$ cat src/rtl/jtag_ir_pkg.sv
package jtag_ir_pkg;
  localparam int IR_W = 10;
  localparam int ID_W = 32;

  typedef enum logic [1:0] {DR_BYP = 2'd0, DR_ID = 2'd1, DR_BSR = 2'd2} dr_sel_e;

  localparam logic [IR_W-1:0] OP_HIGHZ  = 10'h00B;
  localparam logic [IR_W-1:0] OP_IDCODE = 10'h006;
  localparam logic [IR_W-1:0] OP_SAMPLE = 10'h005;
  localparam logic [IR_W-1:0] OP_EXTEST = 10'h00F;
  localparam logic [IR_W-1:0] OP_BYPASS = 10'h3FF;
  localparam logic [IR_W-1:0] IR_CAPT   = 10'h001;

  // Routing for an updated instruction; anything unknown falls to bypass.
  function automatic dr_sel_e op_route(input logic [IR_W-1:0] op);
    case (op)
      OP_IDCODE:            return DR_ID;
      OP_SAMPLE, OP_EXTEST: return DR_BSR;
      default:              return DR_BYP;
    endcase
  endfunction

  function automatic logic op_floats(input logic [IR_W-1:0] op);
    return op == OP_HIGHZ;
  endfunction

  function automatic logic [ID_W-1:0] pack_idcode(input logic [3:0] ver,
                                                  input logic [15:0] part,
                                                  input logic [10:0] maker);
    return {ver, part, maker, 1'b1};
  endfunction
endpackage

$ cat src/rtl/jtag_ir_stage.sv
module jtag_ir_stage #(
  parameter int W = 10,
  parameter logic [W-1:0] CAPT = '0,
  parameter logic [W-1:0] RST_OP = '0
) (
  input  logic         tck,
  input  logic         trst_n,
  input  logic         tdi,
  input  logic         cap,
  input  logic         sh,
  input  logic         upd,
  output logic [W-1:0] shift_q,
  output logic [W-1:0] active_q
);
  always_ff @(posedge tck or negedge trst_n) begin
    if (!trst_n) begin
      shift_q  <= CAPT;
      active_q <= RST_OP;
    end else begin
      if (cap)      shift_q <= CAPT;
      else if (sh)  shift_q <= {tdi, shift_q[W-1:1]};
      if (upd)      active_q <= shift_q;
    end
  end
endmodule

$ cat src/rtl/jtag_ir_route.sv
module jtag_ir_route
  import jtag_ir_pkg::*;
(
  input  logic [IR_W-1:0] op,
  output dr_sel_e         route,
  output logic            float_req
);
  always_comb begin
    route     = op_route(op);
    float_req = op_floats(op);
  end
endmodule

$ cat src/rtl/jtag_dr_bank.sv
module jtag_dr_bank
  import jtag_ir_pkg::*;
#(
  parameter logic [ID_W-1:0] ID_VAL = 32'h0000_0001
) (
  input  logic    tck,
  input  logic    trst_n,
  input  logic    tdi,
  input  logic    cap,
  input  logic    sh,
  input  dr_sel_e route,
  input  logic    bsr_so,
  output logic    byp_q,
  output logic    dr_so
);
  logic [ID_W-1:0] id_q;

  always_ff @(posedge tck or negedge trst_n) begin
    if (!trst_n) begin
      byp_q <= 1'b0;
      id_q  <= '0;
    end else begin
      if (route == DR_BYP) begin
        if (cap)     byp_q <= 1'b0;
        else if (sh) byp_q <= tdi;
      end
      if (route == DR_ID) begin
        if (cap)     id_q <= ID_VAL;
        else if (sh) id_q <= {tdi, id_q[ID_W-1:1]};
      end
    end
  end

  always_comb begin
    case (route)
      DR_ID:   dr_so = id_q[0];
      DR_BSR:  dr_so = bsr_so;
      default: dr_so = byp_q;
    endcase
  end
endmodule

$ cat src/rtl/jtag_ir_decode.sv
module jtag_ir_decode
  import jtag_ir_pkg::*;
#(
  parameter logic [3:0]  ID_VER   = 4'h1,
  parameter logic [15:0] ID_PART  = 16'h3A5C,
  parameter logic [10:0] ID_MAKER = 11'h0AA
) (
  input  logic            tck,
  input  logic            trst_n,
  input  logic            tdi,
  input  logic            capture_ir,
  input  logic            shift_ir,
  input  logic            update_ir,
  input  logic            capture_dr,
  input  logic            shift_dr,
  input  logic            update_dr,
  input  logic            bsr_so,
  output logic            tdo,
  output logic [IR_W-1:0] active_ir,
  output logic            highz_req,
  output logic            bsr_sel,
  output logic            bsr_capture,
  output logic            bsr_shift,
  output logic            bsr_update
);
  localparam logic [ID_W-1:0] ID_VAL = pack_idcode(ID_VER, ID_PART, ID_MAKER);

  logic [IR_W-1:0] ir_shift_q;
  dr_sel_e         route;
  logic            byp_q;
  logic            dr_so;

  jtag_ir_stage #(.W(IR_W), .CAPT(IR_CAPT), .RST_OP(OP_IDCODE)) u_stage (
    .tck(tck), .trst_n(trst_n), .tdi(tdi), .cap(capture_ir), .sh(shift_ir),
    .upd(update_ir), .shift_q(ir_shift_q), .active_q(active_ir)
  );

  jtag_ir_route u_route (.op(active_ir), .route(route), .float_req(highz_req));

  jtag_dr_bank #(.ID_VAL(ID_VAL)) u_bank (
    .tck(tck), .trst_n(trst_n), .tdi(tdi), .cap(capture_dr), .sh(shift_dr),
    .route(route), .bsr_so(bsr_so), .byp_q(byp_q), .dr_so(dr_so)
  );

  always_comb begin
    bsr_sel     = (route == DR_BSR);
    bsr_capture = bsr_sel & capture_dr;
    bsr_shift   = bsr_sel & shift_dr;
    bsr_update  = bsr_sel & update_dr;
  end

  // Serial output launched on the falling edge.
  always_ff @(negedge tck or negedge trst_n) begin
    if (!trst_n)       tdo <= 1'b0;
    else if (shift_ir) tdo <= ir_shift_q[0];
    else               tdo <= dr_so;
  end
endmodule

$ cat config.mk
export PLATFORM = sky130hd
export DESIGN_NAME = jtag_ir_decode
export DESIGN_NICKNAME = d
export VERILOG_FILES = /design/src/rtl/jtag_ir_pkg.sv /design/src/rtl/jtag_ir_stage.sv /design/src/rtl/jtag_ir_route.sv /design/src/rtl/jtag_dr_bank.sv /design/src/rtl/jtag_ir_decode.sv
export SDC_FILE = /design/constraint.sdc
export NUM_CORES = 1
export LEC_CHECK = 0
export BUFFER_PORTS_ARGS = -buffer_cell sky130_fd_sc_hd__buf_4
export CAP_MARGIN = 20
export CORE_MARGIN = 3
export CORE_UTILIZATION = 30
export CTS_CLUSTER_SIZE = 14
export DETAILED_ROUTE_END_ITERATION = 6
export SETUP_SLACK_MARGIN = 0.3
export SLEW_MARGIN = 5
export SYNTH_ARGS = -nofsm -noshare
export SYNTH_HDL_FRONTEND = slang
export SYNTH_SLANG_ARGS = --single-unit
$ cat constraint.sdc
create_clock -name tck -period 1.8 [get_ports tck]
set_input_delay 0.36 -clock tck [delete_from_list [all_inputs] [get_ports tck]]
set_output_delay 0.36 -clock tck [all_outputs]
set_load 0.02 [all_outputs]
After elaboration in Yosys (flattened, before gate mapping)
Cells that the tools add are included.
- register bits after elaboration: 54
- input port bits: 10
- output and inout bits: 16
- equal/unequal tests: 6
- muxes and demuxes: 9
- bitwise operators: 3
- reductions and logical operators: 6
- operators by type and width (kind ; number):
    $mux 32 ; 2
    $eq 10x3->1 const B ; 2
    $eq 10x4->1 const B ; 2
    $mux 10 ; 2
    $pmux 2 s2 ; 1
    $reduce_and 2->1 ; 2
    $reduce_bool 2->1 ; 2
    $and 1x1->1 ; 3
    $mux 1 ; 3
    $eq 2x1->1 const B ; 1
    $eq 2x2->1 const B ; 1
    $logic_not 2->1 ; 1
    $pmux 1 s2 ; 1
    $reduce_or 2->1 ; 1

Logic depth before layout (Yosys ltp)
Gate-level depths: netlist of the first run.
- word-level depth: 6
- mapped depth: 7

Cells and area by module
A second synthesis of the first run with hierarchy kept.
- cell total of the unflattened synthesis: 244
- area, all modules: 2793.9 µm²
- modules (own cells, without submodules) (module ; times used ; cells each ; area each (µm²) ; sequential area each (µm²)):
    jtag_dr_bank ; 1 ; 177 ; 1823.0 ; 825.8
    jtag_ir_stage ; 1 ; 53 ; 820.8 ; 504.2
    jtag_ir_route ; 1 ; 8 ; 77.6 ; 0.0
    jtag_ir_decode ; 1 ; 6 ; 72.6 ; 25.0

==> impl_metrics.json, run 1 <==
{
  "hold_viol": 0,
  "syn_inst": 222,
  "finalSetupViolations": 39,
  "synth_ff_type": "dfrtp_1",
  "maxSlewHeadroom": 0.555,
  "leakage_uw": 0.00165,
  "placementRows": 32,
  "synthTopCellsByArea": "dfrtp_1 51%, mux2i_1 9.3%, nand4b_1 6.7%, inv_1 5.0%, mux2_2 4.6%",
  "setup_slack_ns": -0.826,
  "arrival_ns": 1.87,
  "drt-total-wl_um": 5550,
  "wl_per_cell_um": 14.6,
  "crit_type": "reg -> reg",
  "die_height_um": 96.8,
  "ys.warnings.count": 0,
  "clkLatencyLatePin_ns": 0.32,
  "place.gp.congestion": 0.752,
  "cts_num_sinks": 54,
  "start_util": 0.315,
  "worst_slew_pin_slew_ns": 0.668,
  "synthDistinctLibCells": 32,
  "powerDensity_mw_per_mm2": 641,
  "syn_avg_cell_area_um2": 11.1,
  "synth_area_mm2": 0.00247,
  "failed_checks": "negative setup slack",
  "drtIter0Drc": 84,
  "rsz0062_at_grt": "true",
  "die-area_mm2": 0.00937,
  "diodes": 0,
  "num_vias": 1762,
  "dp_slack_ns": -0.790,
  "critPathLaunch": "u_stage.active_q[6]",
  "io_buffers": 25,
  "grtUsageTotal": 0.118,
  "grt_pass1_wl_um": 9170,
  "hp-class": "in -> async",
  "synth_seq_area_share": 0.548,
  "status": "finished, violations left",
  "synth-seq-cells": 54,
  "area_growth_pct": 41.2,
  "cp-end-kind": "register",
  "synth_top_cell_by_area": "dfrtp_1",
  "grt_max_degree": 54,
  "crit_required_ns": 1.04,
  "fillCellCount": 761,
  "antenna_left": 0,
  "via_per_inst": 4.62,
  "cts_buffer_depth": 2,
  "die_x_um": 96.8,
  "grt_pass1_vias": 1845,
  "drc": 0,
  "drive_gt1_frac": 0.430,
  "async_flop_share": 1.00,
  "fin_skew_ns": 0.0144,
  "drv_cap": 0,
  "synth-edff-count": 0,
  "final_common_cell": "dfrtp_1",
  "dr.pass1.iters": 4,
  "cts_buffers": 5,
  "antenna_found_initial": 0,
  "htreeDepth": 2,
  "final_cell_mix": "47 x dfrtp_1, 34 x buf_4, 33 x inv_1",
  "reg2reg_from": "u_stage.active_q[6]",
  "tritoncts": "done",
  "hpwlAfterDp_um": 3160,
  "overflow": 0,
  "netlist.area_leader.share": 0.506,
  "cts_root_buffer": "clkbuf_8",
  "drv_slew": 0,
  "path_clk_slew_ns": 0.10,
  "max-vdd-ir-drop_mv": 0.459,
  "power.total_uw": 2240,
  "worstPathMaxFanout": 4,
  "nets": 291,
  "syn_nets": 235,
  "io_pins": 26,
  "worst_setup_path_start_kind": "register",
  "coreArea_mm2": 0.00785
}
-- cell usage after synthesis, types with 2 or more instances --
library cell  number
mux2_2            10
dfrtp_1           50
nor2b_1            2
buf_6              5
nor2_1            24
buf_1              2
nor3b_1            2
ha_1               3
mux2i_1           23
dfstp_2            3
clkbuf_1           5
o21ai_1            4
nand4b_1          19
and3_1             2
o21ai_0           14
buf_2              3
a211oi_1           2
and2_1             3
inv_1             33
-- cell type report --
cell class | count | area [um^2] | area share
inverter | 33 | 124 | 0.0355
clock inverter | 3 | 43.8 | 0.0125
sequential | 54 | 1360 | 0.389
multi-input combinational | 120 | 1070 | 0.306
clock buffer | 5 | 68.8 | 0.0197
timing repair buffer | 64 | 698 | 0.200
tap | 102 | 128 | 0.0366
-- per-layer routing --
| layer | global-route usage | share of wire | vias up | wire [um] |
|---|---|---|---|---|
| met3 | 0.0224 | 0.022 | 4 | 124 |
| met5 | 0 | 0 | - | 0 |
| li1 | - | - | 856 | - |
| met2 | 0.197 | 0.52 | 24 | 2890 |
| met4 | 0.0454 | 0.012 | 0 | 65 |
| met1 | 0.151 | 0.44 | 878 | 2470 |
-- worst paths after layout --
kind	endpoint	slack, ns	depth (start not counted)
min	u_stage.shift_q[6]	0.20	2
max reg2reg	tdo	-0.83	5
min in group tck	u_stage.shift_q[9]	0.28	2
max in group asynchronous	tdo	1.05	1
max	tdo	-0.83	5
min reg2reg	u_bank.id_q[16]	0.52	2
-- critical path: stages, from the launching register on --
cell,delay [ns]
dfrtp_2,0.43
nor4_4,0.38
and4_4,0.30
ha_4,0.21
a211oi_2,0.14
a211oi_1,0.11
-- power breakdown --
group | internal (uW) | switching (uW)
registers | 1230 | 13.8
clock network | 418 | 419
logic | 66.6 | 92.2
total | 1710 | 525
-- logic make-up after synthesis --
kind of cell,count (synthesis),synth area share
buf+inv,48,0.0896
simple gates,60,0.152
xor+xnor,1,0.00354
flops,54,0.548
fa+ha+maj,3,0.0152
compound gates,23,0.0526
mux,33,0.139
-- flip-flops by register name, indices dropped and copies added (netlist names) --
name              cells
u_bank.byp_q          1
tdo                   1
u_stage.shift_q      10
u_stage.active_q     10
u_bank.id_q          32
-- per-stage QoR --
| stage | hold WS [ns] | utilization | instances | setup TNS (ns) | instance area (um^2) |
|---|---|---|---|---|---|
| floorplan | 0.0644 | - | 222 | -2.18 | 2530 |
| global placement | 0.506 | 0.368 | 353 | -10.18 | 2890 |
| detailed placement | 0.513 | 0.368 | 353 | -11.35 | 2890 |
| CTS | 0.222 | 0.418 | 372 | -21.92 | 3280 |
| global route | 0.257 | 0.445 | 381 | -30.10 | 3490 |
| finish | 0.198 | 0.445 | 381 | -24.98 | 3490 |
-- repair_timing --
item,in CTS,in global routing
pin swaps,5,7
gates cloned,3,2
resized for setup,37,25
endpoints found under the setup margin,40,41
setup buffers,8,7
hold buffers,0,0
(Power assumes the default switching activity.)
==> inputs of run 2 (changes only) <==
==> constraint.sdc (replaced) <==
create_clock -name tck -period 1.8 [get_ports tck]
set_input_delay 0.36 -clock tck [delete_from_list [all_inputs] [get_ports tck]]
set_output_delay 0.36 -clock tck [all_outputs]
set_load 0.005 [all_outputs]
==> run 2 against run 1 <==
Net effect:
- combinational power shrank 4%
- highest routed layer unchanged
- non-clock buffer count grew 5
- the run still ends with negative setup slack left
- die area is the same
- register-to-register slack is essentially flat
==> impl_metrics.json, run 2 (synthesis gave the netlist of run 1 again) <==
{
  "placementRows": 32,
  "netSwitchingFraction": 0.242,
  "cts_num_sinks": 54,
  "p_sw_uw": 501,
  "num_vias": 1805,
  "p_seq_frac": 0.598,
  "holdWs_ns": 0.203,
  "worst_setup_path_start_kind": "register",
  "rr_worst_depth": 6,
  "critPathSlowestCell": "dfrtp_1",
  "antenna_left": 0,
  "max_stage_delay_ns": 0.42,
  "rsz0062_at_grt": "true",
  "r2r_slack_ns": -0.82,
  "p_comb_frac": 0.074,
  "power_frac_clock": 0.328,
  "htreeDepth": 2,
  "fin_area_mm2": 0.00347,
  "dp_slack_ns": -0.780,
  "cts_buffer_depth": 2,
  "grt_pass1_vias": 1781,
  "failed_checks": "negative setup slack",
  "fin_skew_ns": 0.00729,
  "drtIter0Drc": 113,
  "drive_gt1_frac": 0.433,
  "worstPathMaxFanout": 4,
  "hpwlAfterDp_um": 3170,
  "hp-class": "in -> async",
  "coreArea_mm2": 0.00785,
  "die_x_um": 96.8,
  "final_common_cell": "dfrtp_1",
  "reg2reg_from": "u_stage.active_q[6]",
  "arrival_ns": 1.87,
  "tritoncts": "done",
  "cts_root_buffer": "clkbuf_8",
  "finalSetupViolations": 40,
  "start_util": 0.315,
  "die-area_mm2": 0.00937,
  "setup_slack_ns": -0.822,
  "drv_slew": 0,
  "drc": 0,
  "io_buffers": 25,
  "area_growth_pct": 40.5,
  "grt_max_degree": 54,
  "grtUsageTotal": 0.116,
  "tns_ns": -13.06,
  "antenna_found_initial": 0,
  "max-vdd-ir-drop_mv": 0.493,
  "intPower_uw": 1570,
  "drv_cap": 0,
  "top_regs": "u_bank.id_q: 32 flops, u_stage.active_q: 10 flops, u_stage.shift_q: 10 flops",
  "hold_viol": 0,
  "crit_type": "reg -> reg",
  "drt-total-wl_um": 5520,
  "nets": 296,
  "cp-end-kind": "register",
  "powerDensity_mw_per_mm2": 597,
  "top_register": "u_bank.id_q",
  "final_cell_mix": "50 x dfrtp_1, 41 x buf_4, 33 x inv_1",
  "cts_buffers": 5,
  "die_height_um": 96.8,
  "critPathLaunch": "u_stage.active_q[6]",
  "crit_required_ns": 1.04,
  "wl_per_cell_um": 14.3,
  "diodes": 0,
  "worst_slew_pin_slew_ns": 0.674,
  "leakage_uw": 0.00166,
  "via_per_inst": 4.68,
  "path_clk_slew_ns": 0.10,
  "status": "finished, violations left",
  "placed_area_mm2": 0.00290,
  "io_pins": 26,
  "grt_pass1_wl_um": 9020,
  "largest_reg_flops": 32,
  "maxSlewHeadroom": 0.551,
  "clkLatencyLatePin_ns": 0.30,
  "worstPathCellList": "nor4_4, buf_4, nand3_4, ha_4, a211oi_2, a211oi_1",
  "crit_end": "tdo",
  "r2r-end": "tdo",
  "cts_hold_buf": 0,
  "overflow": 0,
  "dr.pass1.iters": 4,
  "place.gp.congestion": 0.742
}
## run 2: cell count changes in the layout (fill, tap and decap cells not counted), sizes merged
cell,before,now
buf,63,67
bufinv,1,0
clkbuf,6,8
clkinv,1,2
inv,34,33
## run 2: layout make-up
| type | instances | area, um^2 |
|---|---|---|
| fillers | 748 | 4370 |
| flip-flops and latches | 54 | 1360 |
| multi-input cells | 120 | 1070 |
| repair buffers | 69 | 709 |
| well taps | 102 | 128 |
| inverters | 33 | 124 |
| clock buffers | 6 | 72.6 |
| clock inverters | 2 | 13.8 |
## run 2: worst max-delay path, delay by kind of cell (launching register included)
family          cells  cell delay [ns]
flops               1             0.42
compound gates      2             0.23
fa+ha+maj           1             0.26
simple gates        2             0.46
buf+inv             1             0.20
## run 2: power groups by stage
stage,clock network [uW],registers [uW],logic (uW)
floorplan,0,1260,62.0
global placement,0,1260,147
detailed placement,0,1260,149
CTS,700,1240,149
global route,751,1240,168
finish,681,1240,153
## run 2: worst min path at each step
stage               startpoint  cells past startpoint  slack, ns            endpoint
6_report                trst_n                      2       0.20  u_stage.shift_q[5]
5_1_grt                 trst_n                      2       0.26  u_stage.shift_q[5]
4_1_cts                 trst_n                      2       0.25  u_stage.shift_q[6]
3_5_place_dp   u_bank.id_q[21]                      2       0.51     u_bank.id_q[21]
3_3_place_gp    u_bank.id_q[8]                      2       0.51      u_bank.id_q[8]
2_1_floorplan           trst_n                      0       0.06        u_bank.byp_q
## run 2: timing repair
item,4_1_cts,5_1_grt
endpoints found under the setup margin,40,40
gates cloned,2,2
pin swaps,4,8
setup buffers,10,9
resized for setup,33,28
## run 2: metal layers
layer  global-route usage  part of all wire
met1                0.168              0.48
met2                0.179              0.48
met3               0.0231             0.033
met4               0.0292             0.011
met5                    0                 0
## run 2: per-stage QoR
step                      utilization  power, uW  cells
after floorplan                     -       1320    222
after global placement          0.369       1410    355
after detailed placement        0.369       1410    355
after CTS                       0.413       2090    375
after global routing            0.443       2160    386
final                           0.443       2070    386
